`config.mk`:
```
export PLATFORM = sky130hd
export DESIGN_NAME = cpu_target_bank
export DESIGN_NICKNAME = d
export VERILOG_FILES = /design/src/rtl/ctb_pkg.sv /design/src/rtl/ctb_write_decode.sv /design/src/rtl/ctb_field_bank.sv /design/src/rtl/ctb_dest_encode.sv /design/src/rtl/cpu_target_bank.sv
export SDC_FILE = /design/constraint.sdc
export NUM_CORES = 1
export LEC_CHECK = 0
export CORE_ASPECT_RATIO = 1.2
export CORE_MARGIN = 3
export CORE_UTILIZATION = 27
export CTS_BUF_LIST = sky130_fd_sc_hd__clkbuf_16
export DETAILED_ROUTE_END_ITERATION = 6
export SYNTH_ARGS = -nofsm -noshare
export SYNTH_HDL_FRONTEND = slang
export SYNTH_SLANG_ARGS = --single-unit
```
`constraint.sdc`:
```
create_clock -name clk -period 3.75 [get_ports clk]
set_input_delay 0.75 -clock clk [delete_from_list [all_inputs] [get_ports clk]]
set_output_delay 0.75 -clock clk [all_outputs]
set_load 0.02 [all_outputs]
```
`src/rtl/ctb_pkg.sv`:
```
package ctb_pkg;

    localparam int unsigned FIELD_W    = 8;
    localparam int unsigned LANES      = 4;
    localparam int unsigned BUS_W      = FIELD_W * LANES;
    localparam int unsigned LANE_W     = $clog2(LANES);
    localparam int unsigned PRIV_COUNT = 32;
    localparam int unsigned CPU_IDX_W  = $clog2(FIELD_W);
    localparam int unsigned CNT_W      = $clog2(FIELD_W + 1);

    typedef logic [FIELD_W-1:0] field_t;

    typedef enum logic {
        SZ_BYTE = 1'b0,
        SZ_WORD = 1'b1
    } acc_size_e;

    typedef struct packed {
        logic   en;
        field_t data;
    } field_wr_t;

    function automatic field_t online_mask(input logic [CNT_W-1:0] count);
        field_t m;
        m = '0;
        for (int b = 0; b < FIELD_W; b++) begin
            if (CNT_W'(b) < count) m[b] = 1'b1;
        end
        return m;
    endfunction

    function automatic logic [CPU_IDX_W-1:0] lowest_set(input field_t f);
        logic [CPU_IDX_W-1:0] r;
        r = '0;
        for (int b = FIELD_W - 1; b >= 0; b--) begin
            if (f[b]) r = CPU_IDX_W'(b);
        end
        return r;
    endfunction

endpackage

```
`src/rtl/ctb_write_decode.sv`:
```
module ctb_write_decode
    import ctb_pkg::*;
#(
    parameter int unsigned NUM_INT = 64,
    parameter int unsigned ADDR_W  = 10
) (
    input  logic                     bus_valid,
    input  logic                     bus_write,
    input  acc_size_e                bus_size,
    input  logic [ADDR_W-1:0]        bus_addr,
    input  logic [BUS_W-1:0]         bus_wdata,
    input  field_t                   wmask,
    output field_wr_t [NUM_INT-1:0]  wr
);

    logic wr_req;
    assign wr_req = bus_valid && bus_write;

    for (genvar i = 0; i < NUM_INT; i++) begin : g_int
        if (i < PRIV_COUNT) begin : g_priv
            assign wr[i] = '0;
        end else begin : g_shared
            logic   word_hit;
            logic   byte_hit;
            field_t lane_byte;
            assign word_hit  = (bus_size == SZ_WORD) &&
                               (bus_addr[ADDR_W-1:LANE_W] == (ADDR_W-LANE_W)'(i / LANES));
            assign byte_hit  = (bus_size == SZ_BYTE) && (bus_addr == ADDR_W'(i));
            assign lane_byte = word_hit ? bus_wdata[(i % LANES)*FIELD_W +: FIELD_W]
                                        : bus_wdata[FIELD_W-1:0];
            assign wr[i].en   = wr_req && (word_hit || byte_hit);
            assign wr[i].data = lane_byte & wmask;
        end
    end

endmodule

```
`src/rtl/ctb_field_bank.sv`:
```
module ctb_field_bank
    import ctb_pkg::*;
#(
    parameter int unsigned NUM_INT = 64
) (
    input  logic                     clk,
    input  logic                     rst,
    input  field_wr_t [NUM_INT-1:0]  wr,
    output field_t    [NUM_INT-1:0]  fields
);

    always_ff @(posedge clk) begin
        if (rst) begin
            fields <= '0;
        end else begin
            for (int i = 0; i < NUM_INT; i++) begin
                if (wr[i].en) fields[i] <= wr[i].data;
            end
        end
    end

    for (genvar i = 0; i < NUM_INT; i++) begin : g_chk
        // a field without a write enable holds its value
        assert_field_hold_R9: assert property (@(posedge clk) disable iff (rst)
            !wr[i].en |=> $stable(fields[i]));
        if (i < PRIV_COUNT) begin : g_priv_chk
            // private fields never leave zero
            assert_private_zero_R4: assert property (@(posedge clk) disable iff (rst)
                fields[i] == '0);
        end
    end

endmodule

```
`src/rtl/ctb_dest_encode.sv`:
```
module ctb_dest_encode
    import ctb_pkg::*;
#(
    parameter int unsigned NUM_SHARED = 32
) (
    input  field_t [NUM_SHARED-1:0]                 shared_fields,
    output logic   [NUM_SHARED-1:0][CPU_IDX_W-1:0]  dests
);

    for (genvar j = 0; j < NUM_SHARED; j++) begin : g_enc
        assign dests[j] = lowest_set(shared_fields[j]);
    end

endmodule

```
`src/rtl/cpu_target_bank.sv`:
```
module cpu_target_bank
    import ctb_pkg::*;
#(
    parameter int unsigned NUM_SHARED = 32,
    parameter int unsigned ADDR_W     = 10
) (
    input  logic                              clk,
    input  logic                              rst,
    input  logic                              bus_valid,
    input  logic                              bus_write,
    input  logic                              bus_word,
    input  logic [ADDR_W-1:0]                 bus_addr,
    input  logic [31:0]                       bus_wdata,
    input  logic [3:0]                        online_cpus,
    output logic                              rsp_valid,
    output logic [31:0]                       rsp_rdata,
    output logic [NUM_SHARED*CPU_IDX_W-1:0]   shared_dest
);

    localparam int unsigned NUM_INT = PRIV_COUNT + NUM_SHARED;
    localparam int unsigned IDX_W   = $clog2(NUM_INT);

    acc_size_e                                 bus_size;
    field_t                                    wmask;
    field_wr_t [NUM_INT-1:0]                   wr;
    field_t    [NUM_INT-1:0]                   fields;
    logic      [NUM_SHARED-1:0][CPU_IDX_W-1:0] dests;
    logic      [BUS_W-1:0]                     rd_next;

    assign bus_size = acc_size_e'(bus_word);
    assign wmask    = online_mask(online_cpus);

    ctb_write_decode #(.NUM_INT(NUM_INT), .ADDR_W(ADDR_W)) u_decode (
        .bus_valid (bus_valid),
        .bus_write (bus_write),
        .bus_size  (bus_size),
        .bus_addr  (bus_addr),
        .bus_wdata (bus_wdata),
        .wmask     (wmask),
        .wr        (wr)
    );

    ctb_field_bank #(.NUM_INT(NUM_INT)) u_bank (
        .clk    (clk),
        .rst    (rst),
        .wr     (wr),
        .fields (fields)
    );

    ctb_dest_encode #(.NUM_SHARED(NUM_SHARED)) u_encode (
        .shared_fields (fields[NUM_INT-1:PRIV_COUNT]),
        .dests         (dests)
    );

    assign shared_dest = dests;

    always_comb begin
        logic [ADDR_W-1:0] idx;
        rd_next = '0;
        idx     = '0;
        if (bus_size == SZ_WORD) begin
            for (int k = 0; k < LANES; k++) begin
                idx = {bus_addr[ADDR_W-1:LANE_W], LANE_W'(k)};
                if (idx < ADDR_W'(NUM_INT))
                    rd_next[k*FIELD_W +: FIELD_W] = fields[idx[IDX_W-1:0]];
            end
        end else if (bus_addr < ADDR_W'(NUM_INT)) begin
            rd_next[FIELD_W-1:0] = fields[bus_addr[IDX_W-1:0]];
        end
    end

    always_ff @(posedge clk) begin
        if (rst) begin
            rsp_valid <= 1'b0;
            rsp_rdata <= '0;
        end else begin
            rsp_valid <= bus_valid && !bus_write;
            if (bus_valid && !bus_write) rsp_rdata <= rd_next;
        end
    end

    // responses only follow read requests
    assert_rsp_after_read_R8: assert property (@(posedge clk) disable iff (rst)
        rsp_valid |-> $past(bus_valid && !bus_write));

    // byte reads leave the upper bits clear
    assert_byte_read_upper_R2: assert property (@(posedge clk) disable iff (rst)
        (bus_valid && !bus_write && !bus_word) |=> rsp_rdata[31:FIELD_W] == '0);

    // out-of-range byte reads return zero
    assert_oob_read_zero_R7: assert property (@(posedge clk) disable iff (rst)
        (bus_valid && !bus_write && !bus_word && bus_addr >= ADDR_W'(NUM_INT))
        |=> rsp_rdata == '0);

    // stored byte is masked by the online count
    assert_write_masked_R5: assert property (@(posedge clk) disable iff (rst)
        (bus_valid && bus_write && !bus_word &&
         bus_addr >= ADDR_W'(PRIV_COUNT) && bus_addr < ADDR_W'(NUM_INT))
        |=> fields[$past(bus_addr[IDX_W-1:0])] ==
            ($past(bus_wdata[FIELD_W-1:0]) & online_mask($past(online_cpus))));

    for (genvar j = 0; j < NUM_SHARED; j++) begin : g_dest_chk
        // resolved index names a set bit with none below it
        assert_dest_lowest_R6: assert property (@(posedge clk) disable iff (rst)
            (fields[PRIV_COUNT+j] != '0) |->
            (fields[PRIV_COUNT+j][dests[j]] &&
             ((fields[PRIV_COUNT+j] & ((field_t'(1) << dests[j]) - field_t'(1))) == '0)));
        // empty field resolves to CPU 0
        assert_dest_empty_R6: assert property (@(posedge clk) disable iff (rst)
            (fields[PRIV_COUNT+j] == '0) |-> dests[j] == '0);
    end

endmodule

```
==> results.sh, run 1 <==
export IMPL_status="finished clean"
export IMPL_antenna_found_initial=5
export IMPL_syn_inst=2218
export IMPL_synth_xor_xnor_area_share_pct=0
export IMPL_cts_tree="built"
export IMPL_power_density_nw_per_um2=313
export IMPL_via_per_inst=5.97
export IMPL_start_kind="register"
export IMPL_h_tree_depth=1
export IMPL_regArea_sq_um=5790
export IMPL_drive_gt1_share_pct=14.0
export IMPL_synth_nets=2269
export IMPL_die_w_microns=244
export IMPL_hold_path_depth=2
export IMPL_rows=103
export IMPL_grt_start_max_net_pins=77
export IMPL_yosys_area_share_adder_pct=0
export IMPL_avgSynthCellArea_sq_um=8.24
export IMPL_async_reset_ff_share_pct=0
export IMPL_cp_max_fo=2
export IMPL_drtIter0Drc=2869
export IMPL_drc=0
export IMPL_yosys_warnings=0
export IMPL_synth_area_sq_um=18300
export IMPL_cts_repair_resized=0
export IMPL_vdd_ir_drop_max_uv=292
export IMPL_hold_worst_slack_ns=0.490
export IMPL_power_mw=6.99
export IMPL_final_min_clock_period_ns=3.38
export IMPL_die_area_sq_um=70900
export IMPL_slew_limit_headroom_pct=24.2
export IMPL_multi_input_area_sq_um=11500
export IMPL_ys_flop_type="dfxtp_1"
export IMPL_place_port_buffers=179
export IMPL_postCtsHoldBufs=0
export IMPL_overflow=0
export IMPL_detail_route_antenna_nets=0
export IMPL_drtPass1Iterations=5
export IMPL_rsz0062_at_grt="false"
export IMPL_yosys_area_top_type="dfxtp_1"
export IMPL_dp_hpwl_microns=73200
export IMPL_critical_path_class="reg2out"
export IMPL_fillCellCount=7098
export IMPL_grt_pass1_vias=18200
export IMPL_worstMarginPinSlew_ns=1.14
export IMPL_synth_simple_gate_area_share_pct=21.2
export IMPL_post_cts_buffers=0
export IMPL_final_setup_skew_ns=0.0184
export IMPL_syn_to_final_growth_pct=22.3
export IMPL_cts_made_buffers=31
export IMPL_coreArea_sq_um=66400
export IMPL_synth_cell_types=59
export IMPL_num_io_pins=180
export IMPL_totalNegativeSetupSlack_ns=0
export IMPL_grtUsageTotal_pct=26.2
export IMPL_cts_root_buffer="clkbuf_16"
export IMPL_period_share_pct=90.2
export IMPL_initial_core_util_pct=27.5
export IMPL_yosys_top_cells_area="dfxtp_1 32%, mux4_2 14%, a21oi_1 9.4%"
export IMPL_r2r_cells=5
export IMPL_insertion_delay_ns=0.60
export IMPL_cap_violations=0
export IMPL_synth_top_family_by_area="simple AND/OR/NAND/NOR gates"
export IMPL_synth_compound_area_share_pct=20.7
export IMPL_ys_seq_elements=289
export IMPL_clock_path_buffers=3
export IMPL_min_path_type="reg2reg"
export IMPL_fmax_mhz=296
export IMPL_clkSinkCount=289
export IMPL_muxShareOfSynthArea_pct=21.0
export IMPL_path_clk_slew_ns=0.07
export IMPL_final_util_pct=33.7
export IMPL_globalplace_congestion=1.06
export IMPL_cp_end_kind="output port"
export IMPL_wl_per_cell_microns=29.3
export IMPL_leakage_nw=7.31
export IMPL_hold_viol_final=0
export IMPL_routed_wl_microns=96200
export IMPL_nets=2419
export IMPL_die_h_microns=291
export IMPL_cp_arrival_ns=2.63
export IMPL_vias=19600
export IMPL_netlist_area_leader_share_pct=31.7
export IMPL_ys_seq_area_share_pct=31.7
export IMPL_synth_edf_count=0
export IMPL_crit_required_ns=3.00
export IMPL_finalSetupViolCount=0
export IMPL_grt_pass1_wl_microns=136000
export IMPL_maxSlewViolCount=0
-- worst max-delay path, stage by stage (launching register included) --
cell and delay [ns]:
dfxtp_1 0.31, or4_1 0.55, a21oi_1 0.45, clkdlybuf4s50_1 0.73
-- cell families (layout without fill, tap and decap cells) --
group,Yosys count,in the layout
buf+inv,236,410
simple gates,832,832
flops,289,289
other cells,0,2
mux,231,231
compound gates,630,630
-- final timing paths --
check	start	end	slack [ns]
hold / removal	u_bank.fields[270]	u_bank.fields[270]	0.49
hold reg to reg	u_bank.fields[270]	u_bank.fields[270]	0.49
setup reg to reg	u_bank.fields[499]	rsp_rdata[3]	1.74
setup / recovery	u_bank.fields[424]	shared_dest[65]	0.37
-- area by class of cell --
cell class / instances / area share, %
inverter: 69 / 1.16
clock inverter: 26 / 1.09
timing repair buffer: 284 / 11.9
clock buffer: 31 / 3.47
multi-input combinational: 1693 / 51.5
sequential: 289 / 25.9
antenna: 2 / 0.0224
tap: 892 / 4.99
-- where the power goes --
group	switching [mW]	internal (mW)
clock network	1.42	1.78
logic	0.494	0.221
registers	0.00237	3.07
total	1.92	5.07
-- synth_stat cells, types with 15 or more instances --
library cell  instances
a21oi_1             343
a2bb2oi_1            24
buf_1                19
buf_2                37
clkbuf_1             98
dfxtp_1             289
inv_1                68
mux2_2               41
mux2i_1              69
mux4_2              117
nand2_1             290
nand3_1              87
nand4_1              15
nor2_1              204
nor3_1              116
o211ai_1             77
o21a_1               40
o21ai_0              62
o21bai_1             39
or3_1                29
or4_1                32
-- layout by cell type (no fill, tap or decap), types with 24 or more instances in the layout --
master / instances
clkdlybuf4s50_1: 173
nand2_1: 290
o21bai_1: 38
mux2_2: 41
mux2i_1: 69
o211ai_1: 77
nor3_1: 116
nor2_1: 204
inv_1: 73
a2bb2oi_1: 24
o21ai_0: 62
a21oi_1: 343
mux4_2: 117
nand3_1: 87
buf_4: 101
o21a_1: 40
clkbuf_16: 31
dfxtp_1: 289
or4_1: 32
or3_1: 29
-- stage by stage --
stage	instances	cell area (sq um)	worst slack, ns
finish	3286	22400	0.367
CTS	3284	22300	0.407
global placement	3227	21300	0.460
floorplan	2218	18300	1.20
detailed placement	3227	21300	0.432
global route	3284	22300	0.374
-- sequential cells by signal (all words and copies together), names as in the netlist --
register       flops
u_bank.fields    256
rsp_valid          1
rsp_rdata         32
-- layer usage --
| layer | up-vias | part of all wire (%) | global-route usage, % |
|---|---|---|---|
| met5 | - | 0.045 | 0 |
| met4 | 5 | 8.9 | 18.5 |
| met3 | 331 | 11 | 5.11 |
| met2 | 1359 | 43 | 39.7 |
| met1 | 9431 | 38 | 33.4 |
| li1 | 8475 | - | - |
(Power assumes the default switching activity.)
==> run 2: changes to the inputs <==
Settings changed: PLACE_DENSITY from default to 0.47.
Clock period 3.75 ns to 3.7 ns, I/O delays scaled along.
==> run 2 against run 1 <==
Routed wire length increased by 4.3%. Clock power grew 15%. Final cell count hardly changed. Via count is 0.12% higher. Core utilization grew 0.18 points. Combinational power is 3% higher. Largest cell class unchanged. Die area unchanged.
==> results.sh, run 2 (synthesized netlist as in run 1, its figures left out) <==
export IMPL_status="finished clean"
export IMPL_met1_length_microns=39500
export IMPL_antenna_found_initial=3
export IMPL_grtUsageTotal_pct=27.5
export IMPL_drc=0
export IMPL_period_share_pct=87.9
export IMPL_die_h_microns=291
export IMPL_layout_common_cells="343 x a21oi_1, 290 x nand2_1, 289 x dfxtp_1, 204 x nor2_1, 173 x clkdlybuf4s50_1"
export IMPL_swShare_pct=26.9
export IMPL_worst_path_max_delay_cell="clkdlybuf4s50_1"
export IMPL_h_tree_depth=2
export IMPL_critical_path_buf_inv_count=1
export IMPL_grt_pass1_wl_microns=140000
export IMPL_final_common_cell="a21oi_1"
export IMPL_crit_path_max_incr_delay_ns=0.68
export IMPL_stdcell_count=3285
export IMPL_place_port_buffers=179
export IMPL_cp_max_fo=6
export IMPL_slew_limit_headroom_pct=17.0
export IMPL_largest_reg_flops=256
export IMPL_seqPwrFrac_pct=41.3
export IMPL_drtIter0Drc=2879
export IMPL_worstMarginPinSlew_ns=1.24
export IMPL_clkSinkCount=289
export IMPL_start_kind="register"
export IMPL_crit_required_ns=2.96
export IMPL_globalplace_congestion=0.991
export IMPL_syn_to_final_growth_pct=22.9
export IMPL_cts_root_buffer="clkbuf_16"
export IMPL_final_min_clock_period_ns=3.25
export IMPL_leakage_nw=7.35
export IMPL_path_delay_family="buffers and inverters"
export IMPL_insertion_delay_ns=0.56
export IMPL_finalSetupViolCount=0
export IMPL_detail_route_antenna_nets=0
export IMPL_die_w_microns=244
export IMPL_nets=2413
export IMPL_drive_gt1_share_pct=13.8
export IMPL_vias=19600
export IMPL_final_setup_skew_ns=0.0172
export IMPL_path_clk_slew_ns=0.06
export IMPL_rows=103
export IMPL_dp_cells=3216
export IMPL_overflow=0
export IMPL_dp_hpwl_microns=76200
export IMPL_reg_top3="u_bank.fields: 256 flops, rsp_rdata: 32 flops, rsp_valid: 1 flops"
export IMPL_fillCellCount=6943
export IMPL_vdd_ir_drop_max_uv=277
export IMPL_wl_met2_microns=44900
export IMPL_postCtsHoldBufs=0
export IMPL_cts_tree="built"
export IMPL_totalNegativeSetupSlack_ns=0
export IMPL_via_per_inst=5.97
export IMPL_p_comb_share_pct=9.7
export IMPL_wl_per_cell_microns=30.6
export IMPL_hold_viol_final=0
export IMPL_rsz0062_at_grt="false"
export IMPL_p_int_mw=5.51
export IMPL_post_cts_buffers=0
export IMPL_coreArea_sq_um=66400
export IMPL_power_density_nw_per_um2=336
export IMPL_cp_arrival_ns=2.51
export IMPL_cts_made_buffers=36
export IMPL_wl_met3_microns=8980
export IMPL_fmax_mhz=307
export IMPL_cp_end_kind="output port"
export IMPL_cap_violations=0
export IMPL_power_frac_clock_pct=49.0
export IMPL_routed_wl_microns=100000
export IMPL_top_layer="met4"
export IMPL_maxSlewViolCount=0
export IMPL_min_path_type="reg2reg"
export IMPL_grt_pass1_vias=18500
export IMPL_cts_repair_resized=0
export IMPL_switchingPower_mw=2.03
export IMPL_drtPass1Iterations=6
export IMPL_num_io_pins=180
export IMPL_critical_path_class="reg2out"
export IMPL_largest_register="u_bank.fields"
export IMPL_power_mw=7.54
export IMPL_initial_core_util_pct=27.5
export IMPL_clock_path_buffers=3
export IMPL_die_area_sq_um=70900
export IMPL_grt_start_max_net_pins=94
export IMPL_hold_worst_slack_ns=0.489
export IMPL_crit_chain="or4_1 -> a21oi_1 -> clkdlybuf4s50_1"
[run 2: power by group through the flow]
stage | registers (mW) | clock network [mW] | logic [mW]
final | 3.12 | 3.69 | 0.734
after detailed placement | 3.18 | 0 | 0.712
after CTS | 3.12 | 3.73 | 0.713
after global routing | 3.11 | 3.85 | 0.753
after floorplan | 3.18 | 0 | 0.389
after global placement | 3.18 | 0 | 0.711
[run 2: metrics by stage]
| stage | worst slack (ns) | instance area, sq um | utilization [%] |
|---|---|---|---|
| after global routing | 0.346 | 22500 | 33.8 |
| after detailed placement | 0.455 | 21300 | 32.0 |
| after global placement | 0.490 | 21300 | 32.0 |
| after CTS | 0.442 | 22500 | 33.8 |
| after floorplan | 1.16 | 18300 | - |
| final | 0.446 | 22500 | 33.9 |
[run 2: final timing paths]
kind / from / to / slack [ns] / depth (start not counted)
max: u_bank.fields[425] / shared_dest[65] / 0.45 / 3
min: u_bank.fields[302] / u_bank.fields[302] / 0.49 / 2
max reg2reg: u_bank.fields[499] / rsp_rdata[3] / 1.70 / 5
min reg2reg: u_bank.fields[302] / u_bank.fields[302] / 0.49 / 2
[run 2: layout make-up]
type | instances | area [sq um] | area share (%)
Antenna cell | 4 | 10.0 | 0.0445
Clock buffer | 37 | 926 | 4.12
Clock inverter | 28 | 268 | 1.19
Inverter | 69 | 259 | 1.15
Multi-Input combinational cell | 1693 | 11500 | 51.2
Sequential cell | 289 | 5790 | 25.7
Tap cell | 892 | 1120 | 4.97
Timing Repair Buffer | 273 | 2600 | 11.6
[run 2: layer usage]
| metal | global-route usage, % | vias up |
|---|---|---|
| li1 | - | 8472 |
| met1 | 35.6 | 9716 |
| met2 | 42.7 | 1199 |
| met3 | 4.69 | 237 |
| met4 | 16.6 | 0 |
| met5 | 0 | - |
[run 2: worst register-to-register path: stages (launching register included)]
cell,delay [ns]
dfxtp_1,0.45
mux4_2,0.51
mux2i_1,0.36
o32ai_1,0.18
nor3_1,0.28
nor3_1,0.08
